$ cat src/rtl/ring_ar_pkg.sv
package ring_ar_pkg;

    localparam int unsigned AR_LANES = 2;

    typedef enum logic [1:0] {
        ST_IDLE,
        ST_ROUND,
        ST_NEXT,
        ST_FINISH
    } ar_state_e;

endpackage

$ cat src/rtl/ring_ar_sched.sv
// Per-lane segment rotation: maps rank and round to the send and receive
// segment base addresses. DIR 0 walks toward lower ranks, DIR 1 toward higher.
module ring_ar_sched #(
    parameter int unsigned NODE_W = 6,
    parameter int unsigned RANK_W = 5,
    parameter int unsigned ADDR_W = 10,
    parameter int unsigned DIR    = 0,
    localparam int unsigned CNT_W = NODE_W + 1
) (
    input  logic [RANK_W-1:0] rank,
    input  logic [NODE_W-1:0] ring_size,
    input  logic [CNT_W-1:0]  round,
    input  logic [ADDR_W-1:0] seg_len,
    input  logic [ADDR_W-1:0] lane_base,
    output logic [ADDR_W-1:0] snd_base,
    output logic [ADDR_W-1:0] rcv_base
);

    logic [CNT_W-1:0] rk, pp, rm, snd_seg, rcv_seg;

    assign rk = CNT_W'(rank);
    assign pp = CNT_W'(ring_size);
    assign rm = (round >= pp) ? round - pp : round;

    generate
        if (DIR == 0) begin : g_down
            assign snd_seg = (rk >= rm) ? rk - rm : rk + pp - rm;
            assign rcv_seg = (snd_seg == '0) ? pp - 1'b1 : snd_seg - 1'b1;
        end else begin : g_up
            logic [CNT_W-1:0] sum;
            assign sum     = rk + rm;
            assign snd_seg = (sum >= pp) ? sum - pp : sum;
            assign rcv_seg = (snd_seg == pp - 1'b1) ? '0 : snd_seg + 1'b1;
        end
    endgenerate

    assign snd_base = lane_base + ADDR_W'(snd_seg) * seg_len;
    assign rcv_base = lane_base + ADDR_W'(rcv_seg) * seg_len;

endmodule

$ cat src/rtl/ring_ar_lane.sv
// One ring direction: word counters, stream handshakes and buffer
// read/modify/write for the current round.
module ring_ar_lane #(
    parameter int unsigned DATA_W = 16,
    parameter int unsigned ADDR_W = 10
) (
    input  logic              clk,
    input  logic              rst_n,
    input  logic              go,
    input  logic              reduce,
    input  logic [ADDR_W-1:0] seg_len,
    input  logic [ADDR_W-1:0] snd_base,
    input  logic [ADDR_W-1:0] rcv_base,
    output logic              tx_valid,
    input  logic              tx_ready,
    output logic [DATA_W-1:0] tx_data,
    input  logic              rx_valid,
    output logic              rx_ready,
    input  logic [DATA_W-1:0] rx_data,
    output logic [ADDR_W-1:0] snd_addr,
    input  logic [DATA_W-1:0] snd_rdata,
    output logic [ADDR_W-1:0] acc_addr,
    input  logic [DATA_W-1:0] acc_rdata,
    output logic              wr_en,
    output logic [DATA_W-1:0] wr_data,
    output logic              seg_done
);

    logic [ADDR_W-1:0] snd_cnt, rcv_cnt;
    logic              tx_fire, rx_fire;

    assign tx_valid = go && (snd_cnt != seg_len);
    assign rx_ready = go && (rcv_cnt != seg_len);
    assign tx_fire  = tx_valid && tx_ready;
    assign rx_fire  = rx_valid && rx_ready;

    always_ff @(posedge clk) begin
        if (!rst_n || !go) begin
            snd_cnt <= '0;
            rcv_cnt <= '0;
        end else begin
            if (tx_fire) snd_cnt <= snd_cnt + 1'b1;
            if (rx_fire) rcv_cnt <= rcv_cnt + 1'b1;
        end
    end

    assign snd_addr = snd_base + snd_cnt;
    assign acc_addr = rcv_base + rcv_cnt;
    assign tx_data  = snd_rdata;
    assign wr_en    = rx_fire;
    assign wr_data  = reduce ? acc_rdata + rx_data : rx_data;
    assign seg_done = (snd_cnt == seg_len) && (rcv_cnt == seg_len);

endmodule

$ cat src/rtl/ring_ar_engine.sv
module ring_ar_engine
    import ring_ar_pkg::*;
#(
    parameter int unsigned DATA_W    = 16,
    parameter int unsigned ADDR_W    = 10,
    parameter int unsigned MAX_NODES = 32,
    localparam int unsigned RANK_W   = $clog2(MAX_NODES),
    localparam int unsigned NODE_W   = $clog2(MAX_NODES + 1),
    localparam int unsigned LANES    = AR_LANES
) (
    input  logic                          clk,
    input  logic                          rst_n,
    input  logic                          start,
    input  logic                          bidir,
    input  logic [RANK_W-1:0]             rank,
    input  logic [NODE_W-1:0]             ring_size,
    input  logic [ADDR_W-1:0]             seg_len,
    output logic                          done,
    output logic [LANES-1:0]              tx_valid,
    input  logic [LANES-1:0]              tx_ready,
    output logic [LANES-1:0][DATA_W-1:0]  tx_data,
    input  logic [LANES-1:0]              rx_valid,
    output logic [LANES-1:0]              rx_ready,
    input  logic [LANES-1:0][DATA_W-1:0]  rx_data,
    output logic [LANES-1:0][ADDR_W-1:0]  snd_addr,
    input  logic [LANES-1:0][DATA_W-1:0]  snd_rdata,
    output logic [LANES-1:0][ADDR_W-1:0]  acc_addr,
    input  logic [LANES-1:0][DATA_W-1:0]  acc_rdata,
    output logic [LANES-1:0]              wr_en,
    output logic [LANES-1:0][DATA_W-1:0]  wr_data
);

    localparam int unsigned CNT_W = NODE_W + 1;

    ar_state_e         state_q, state_d;
    logic [RANK_W-1:0] rank_q;
    logic [NODE_W-1:0] size_q;
    logic [ADDR_W-1:0] len_q;
    logic              bidir_q;
    logic [CNT_W-1:0]  round_q;

    logic              in_round, reduce, last_round, all_done;
    logic [LANES-1:0]  lane_act, lane_done;

    assign last_round = (round_q == CNT_W'({size_q, 1'b0}) - CNT_W'(3));
    assign reduce     = (round_q < CNT_W'(size_q) - 1'b1);
    assign lane_act   = {bidir_q, 1'b1};
    assign all_done   = &(lane_done | ~lane_act);

    // next-state logic
    always_comb begin
        state_d = state_q;
        unique case (state_q)
            ST_IDLE:   if (start) state_d = ST_ROUND;
            ST_ROUND:  if (all_done) state_d = last_round ? ST_FINISH : ST_NEXT;
            ST_NEXT:   state_d = ST_ROUND;
            ST_FINISH: state_d = ST_IDLE;
            default:   state_d = ST_IDLE;
        endcase
    end

    // state, configuration and round registers
    always_ff @(posedge clk) begin
        if (!rst_n) begin
            state_q <= ST_IDLE;
            rank_q  <= '0;
            size_q  <= NODE_W'(2);
            len_q   <= '0;
            bidir_q <= 1'b0;
            round_q <= '0;
        end else begin
            state_q <= state_d;
            if (state_q == ST_IDLE && start) begin
                rank_q  <= rank;
                size_q  <= ring_size;
                len_q   <= seg_len;
                bidir_q <= bidir;
                round_q <= '0;
            end else if (state_q == ST_NEXT) begin
                round_q <= round_q + 1'b1;
            end
        end
    end

    // state-decoded outputs
    always_comb begin
        in_round = 1'b0;
        done     = 1'b0;
        unique case (state_q)
            ST_IDLE:   ;
            ST_ROUND:  in_round = 1'b1;
            ST_NEXT:   ;
            ST_FINISH: done = 1'b1;
            default:   ;
        endcase
    end

    genvar l;
    generate
        for (l = 0; l < LANES; l++) begin : g_lane
            logic [ADDR_W-1:0] base, sb, rb;
            assign base = (l == 0) ? '0 : ADDR_W'(size_q) * len_q;

            ring_ar_sched #(
                .NODE_W (NODE_W),
                .RANK_W (RANK_W),
                .ADDR_W (ADDR_W),
                .DIR    (l)
            ) u_sched (
                .rank      (rank_q),
                .ring_size (size_q),
                .round     (round_q),
                .seg_len   (len_q),
                .lane_base (base),
                .snd_base  (sb),
                .rcv_base  (rb)
            );

            ring_ar_lane #(
                .DATA_W (DATA_W),
                .ADDR_W (ADDR_W)
            ) u_lane (
                .clk       (clk),
                .rst_n     (rst_n),
                .go        (in_round && lane_act[l]),
                .reduce    (reduce),
                .seg_len   (len_q),
                .snd_base  (sb),
                .rcv_base  (rb),
                .tx_valid  (tx_valid[l]),
                .tx_ready  (tx_ready[l]),
                .tx_data   (tx_data[l]),
                .rx_valid  (rx_valid[l]),
                .rx_ready  (rx_ready[l]),
                .rx_data   (rx_data[l]),
                .snd_addr  (snd_addr[l]),
                .snd_rdata (snd_rdata[l]),
                .acc_addr  (acc_addr[l]),
                .acc_rdata (acc_rdata[l]),
                .wr_en     (wr_en[l]),
                .wr_data   (wr_data[l]),
                .seg_done  (lane_done[l])
            );
        end
    endgenerate

endmodule

$ cat config.mk
export PLATFORM = sky130hd
export DESIGN_NAME = ring_ar_engine
export DESIGN_NICKNAME = d
export VERILOG_FILES = /design/src/rtl/ring_ar_pkg.sv /design/src/rtl/ring_ar_sched.sv /design/src/rtl/ring_ar_lane.sv /design/src/rtl/ring_ar_engine.sv
export SDC_FILE = /design/constraint.sdc
export NUM_CORES = 1
export LEC_CHECK = 0
export ABC_CLOCK_PERIOD_IN_PS = 14300
export BUFFER_PORTS_ARGS = -buffer_cell sky130_fd_sc_hd__clkbuf_2
export CAP_MARGIN = 20
export CELL_PAD_IN_SITES_DETAIL_PLACEMENT = 1
export CELL_PAD_IN_SITES_GLOBAL_PLACEMENT = 1
export CORE_UTILIZATION = 45
export CTS_BUF_LIST = sky130_fd_sc_hd__clkbuf_8
export DETAILED_ROUTE_END_ITERATION = 10
export PLACE_DENSITY_LB_ADDON = 0.1
export SYNTH_ARGS = -nofsm -noshare
export SYNTH_HDL_FRONTEND = slang
export SYNTH_SLANG_ARGS = --single-unit
$ cat constraint.sdc
create_clock -name clk -period 14.3 [get_ports clk]
set_input_delay 0.715 -clock clk [delete_from_list [all_inputs] [get_ports clk]]
set_output_delay 0.715 -clock clk [all_outputs]
set_load 0.02 [all_outputs]
* Yosys cells after proc, flatten, opt, wreduce, memory -nomap -nowiden
Cells that the tools add are included.
** Operators by class
- Shifts and indexed selects :: 0
- Equality and inequality tests :: 15
- $mul :: 5
- Mux-type cells :: 13
- Div/mod/pow operators :: 0
- Bitwise gates (word level) :: 3
- Reduce and logical (&&, ||, !) cells :: 22
- Add/sub/neg operators :: 23
- Magnitude comparators :: 4
** Operator list (number)
- $add 10x10->10 :: 6
- $add 10x1->10 const B :: 4
- $eq 10x10->1 :: 4
- $mul 7x10->10 :: 4
- $ne 10x10->1 :: 4
- $mux 7 :: 5
- $add 16x16->16 :: 2
- $mux 16 :: 2
- $add 7x1->7 const B :: 2
- $eq 7x7->1 :: 2
- $ge 7x6->1 :: 2
- $sub 7x6->7 :: 2
- $logic_and 1x1->1 :: 12
- $mul 6x10->10 :: 1
- $pmux 2 s4 :: 1
- $add 5x6->7 :: 1
- $add 5x7->7 :: 1
- $ge 5x7->1 :: 1
- $logic_not 7->1 :: 1
- $lt 7x7->1 :: 1
- $sub 5x7->7 :: 1
- $sub 6x1->7 const B :: 1
- $sub 7x1->7 const B :: 1
- $sub 7x2->7 const B :: 1
- 14 further kinds :: 23
** Storage, ports and cells
- Memories kept :: 0
- Bits in read-only memories :: 0
- Bits of input ports :: 125
- Register bits :: 71
- Bits in latches :: 0
- Memory bits (writable) :: 0

* Longest topological paths before layout
- Word-level depth :: 10
- Gate-level depth with buffers :: 46
- Depth with buffers taken out :: 42

* Hierarchy
A second synthesis with hierarchy kept.
** Second synthesis, totals
- Cell total of the unflattened synthesis :: 2184
- Area total of the unflattened synthesis :: 17849.6 sq um
** By module, submodules not included
- ring_ar_lane :: times used 2, cells each 387, area each 3034.2 sq um, sequential area each 400.4 sq um
- ring_ar_sched (g_lane[0].u_sched) :: times used 1, cells each 550, area each 4600.7 sq um, sequential area each 0.0 sq um
- ring_ar_sched (g_lane[1].u_sched) :: times used 1, cells each 540, area each 4515.6 sq um, sequential area each 0.0 sq um
- ring_ar_engine :: times used 1, cells each 320, area each 2665.1 sq um, sequential area each 620.6 sq um

* Worst setup path before layout
No wires, ideal clock.
- Path kind :: register to output
- Start point :: register size_q[0]
- End point :: output port acc_addr[19] in the netlist's numbering
- Arrival time :: 10.299 ns
- Buffers on the path :: 4
- Required time :: 13.585 ns
- Stages on the path, launching flop included :: 42
- Slack :: 3.286 ns
- Cells stage by stage :: dfxtp_1 -> clkbuf_1 -> clkbuf_1 -> inv_1 -> ha_1 -> nand3b_1 -> nand4_1 -> nor2b_1 -> nor3_1 -> mux2_2 -> ha_1 -> clkbuf_1 -> nor2_1 -> o31ai_1 -> a21oi_1 -> or3_1 -> and2_1 -> ha_1 -> [6 not listed] -> o21ai_1 -> nor3b_1 -> xor2_1 -> nand3_1 -> fa_1 -> fa_1 -> fa_1 -> fa_1 -> inv_1 -> ha_1 -> inv_1 -> nor2_1 -> nor2_1 -> o21bai_1 -> a21oi_1 -> xnor2_1 -> xnor2_1 -> xnor2_1
** RTL lines
- start: declaration :: RTL line ring_ar_engine.sv:37 : logic [NODE_W-1:0] size_q;
- start signal: assignment :: RTL line ring_ar_engine.sv:75 : size_q <= ring_size;
- end: declaration :: RTL line ring_ar_engine.sv:27 : output logic [LANES-1:0][ADDR_W-1:0] acc_addr,

==> impl_metrics.py <==
metrics = {
    "outcome": {
        "status": "finished clean",
    },
    "critical_path": {
        "end_kind": "output pin",
        "crit_type": "reg -> out",
        "worst_setup_path_start_kind": "register",
        "worst_ep_required_time_ns": 13.59,
        "worstPathArrival_ns": 12.56,
        "cp_slowest_cell": "mux2i_1",
        "critPathMaxStageDelay_ns": 0.86,
        "crit_path_frequent_cell": "ha_1",
        "critPathMaxFanout": 16,
        "r2r_slack_ns": 11.19,
    },
    "synth": {
        "synth-edff-count": 0,
        "async_flop_share_pct": 0,
        "ys_seq_elements": 71,
        "synth_ff_type": "dfxtp_1",
        "ys_seq_area_share_pct": 9.016,
        "syn_nets": 2421,
        "synth_cells": 1965,
        "ys_warn_count": 0,
        "synth.distinct_cells": 78,
        "netlist_area_um2": 15770,
        "avgSynthCellArea_um2": 8.023,
    },
    "floorplan": {
        "io_pins": 236,
        "initial_utilization_pct": 45.64,
        "dieArea_um2": 35790,
        "coreArea_um2": 34540,
        "fp.dieW_um": 189.2,
        "row_count": 68,
        "chipHeight_um": 189.2,
    },
    "global_route": {
        "antenna_found_initial": 0,
        "grt_pass1_wl_um": 77050,
        "grt_overflow": 0,
        "grt_pass1_vias": 14390,
        "grt_max_degree": 65,
        "grt.total_usage_pct": 27.19,
    },
    "route": {
        "wirelength_um": 47040,
        "route.detailed.drc": 0,
        "viasPerCell": 5.374,
        "dr.pass1.iters": 5,
        "wl_per_cell_um": 18.75,
        "first_iter_violations": 558,
        "drtAntennaViolNets": 0,
        "via_count": 13480,
    },
    "pwr": {
        "p_total_w": 0.001994,
        "power_density_nw_per_um2": 117.7,
        "peakVddDrop_v": 0.00009779,
        "p_leak_nw": 7.981,
    },
    "timing": {
        "clock_skew_ns": 0.03171,
        "drv_slew": 0,
        "hold_viol": 0,
        "period_minus_slack_ns": 13.27,
        "fmax_ghz": 0.07533,
        "finalSetupViolCount": 0,
        "min_period_over_period_pct": 92.83,
        "tightest_slew_ns": 0.9592,
        "finalSetupTns_ns": 0,
        "rsz0062_at_grt": "no",
        "slew_headroom_pct": 34.22,
    },
    "cts": {
        "numCtsBuffers": 9,
        "cts_setup_buffers": 0,
        "clock_latency_ns": 0.41,
        "clkTransAtPathRegs_ns": 0.10,
        "clock_sinks": 71,
        "cts_hold_buf": 0,
        "cts.htree.levels": 3,
        "clk_path_buf_depth": 2,
        "cts-resized-gates": 0,
        "clockRootBuffer": "clkbuf_8",
        "cts_tree": "done",
    },
    "run": {
        "maxCapViolCount": 0,
    },
    "cells_and_area": {
        "final_cell_mix": "292 x inv_1, 229 x nand2_1, 171 x clkbuf_2",
        "num-fill-cells": 4289,
        "fin_area_um2": 16940,
        "syn_to_final_growth_pct": 7.460,
        "drive_above_1_share_pct": 11.44,
        "final_common_cell": "inv_1",
        "nets": 2505,
        "n_antenna_cell": 0,
    },
    "hold_path": {
        "hp-class": "in -> reg",
    },
    "placement": {
        "gp_congestion": 0.8790,
        "io_buffers": 171,
        "dpl_cell_area_um2": 16720,
        "hpwl_um": 37820,
    },
}
[area by class of cell]
| cell class | count | area, µm² | area share [%] |
|---|---|---|---|
| inverters | 293 | 1100 | 6.492 |
| repair buffers | 188 | 991.0 | 5.849 |
| clock buffers | 9 | 123.9 | 0.7312 |
| flip-flops and latches | 71 | 1421 | 8.390 |
| multi-input cells | 1486 | 12660 | 74.72 |
| well taps | 455 | 569.3 | 3.360 |
| clock inverters | 7 | 77.57 | 0.4579 |
[registers in the layout, indices dropped and copies added, names as in the netlist]
name	cells
bidir_q	1
g_lane.u_lane.rcv_cnt	20
g_lane.u_lane.snd_cnt	20
len_q	10
rank_q	5
round_q	7
size_q	6
state_q	2
[cells in the mapped netlist, drive strengths merged (36+ instances only)]
master	number	area [µm²]
nand3	38	190.2
ha	161	2014
a21oi	67	354.1
and3	36	225.2
fa	170	3403
nand2	229	859.6
o21ai	56	287.8
buf	46	329.1
xnor2	152	1331
clkbuf	69	259.0
xor2	71	621.9
nor2	111	424.2
inv	292	1096
and2	100	625.6
dfxtp	71	1421
[critical path: cells and delay by family (launching register included)]
family	cells	cell delay (ns)
AO/OA/AOI/OAI	9	2.60
buffers and inverters	4	0.52
flip-flops	1	0.76
XOR/XNOR	5	1.36
multiplexers	2	1.32
AND/OR/NAND/NOR	8	1.63
adder cells (fa/ha/maj)	9	3.94
[power breakdown]
group | switching [W] | internal (W) | total, W | leakage [nW]
registers | 0.00000850 | 0.000202 | 0.000211 | 0.575
clock network | 0.000102 | 0.0000825 | 0.000184 | 0.101
logic | 0.00101 | 0.000586 | 0.00160 | 7.30
total | 0.00112 | 0.000871 | 0.00199 | 7.98
[layer usage]
layer	global-route usage [%]	part of all wire, %	vias up
met3	3.429	4.2	58
met1	36.03	46	6705
li1	-	-	6442
met5	0	0	-
met4	6.700	2.4	0
met2	46.75	48	278
[metrics by stage]
stage / worst slack (ns) / utilization (%) / instances / hold WS (ns)
6_report: 1.025 / 49.04 / 2509 / 0.5392
5_1_grt: 0.09237 / 49.04 / 2509 / 0.5389
4_1_cts: 0.9974 / 49.00 / 2508 / 0.5221
3_5_place_dp: 1.495 / 48.42 / 2492 / 0.5398
3_3_place_gp: 2.004 / 48.42 / 2492 / 0.5012
2_1_floorplan: 3.286 / - / 1965 / 0.4705
[kinds of logic after synthesis]
family / Yosys count / synth area share (%)
simple gates: 628 / 19.58
buf+inv: 408 / 10.71
fa+ha+maj: 331 / 34.37
compound gates: 275 / 11.77
xor+xnor: 226 / 12.82
flops: 71 / 9.016
mux: 26 / 1.746
[final timing paths]
path | from | endpoint | cells after the start
max | size_q[3]$_SDFFE_PN0P_ | acc_addr[19] | 37
min | seg_len[6] | len_q[6]$_SDFFE_PN0P_ | 3
max reg2reg | len_q[4]$_SDFFE_PN0P_ | g_lane[1].u_lane.snd_cnt[9]$_SDFFE_PP0P_ | 11
min reg2reg | state_q[0]$_SDFFE_PN0P_ | state_q[0]$_SDFFE_PN0P_ | 1
No activity file was read; power rests on OpenSTA's default activity.
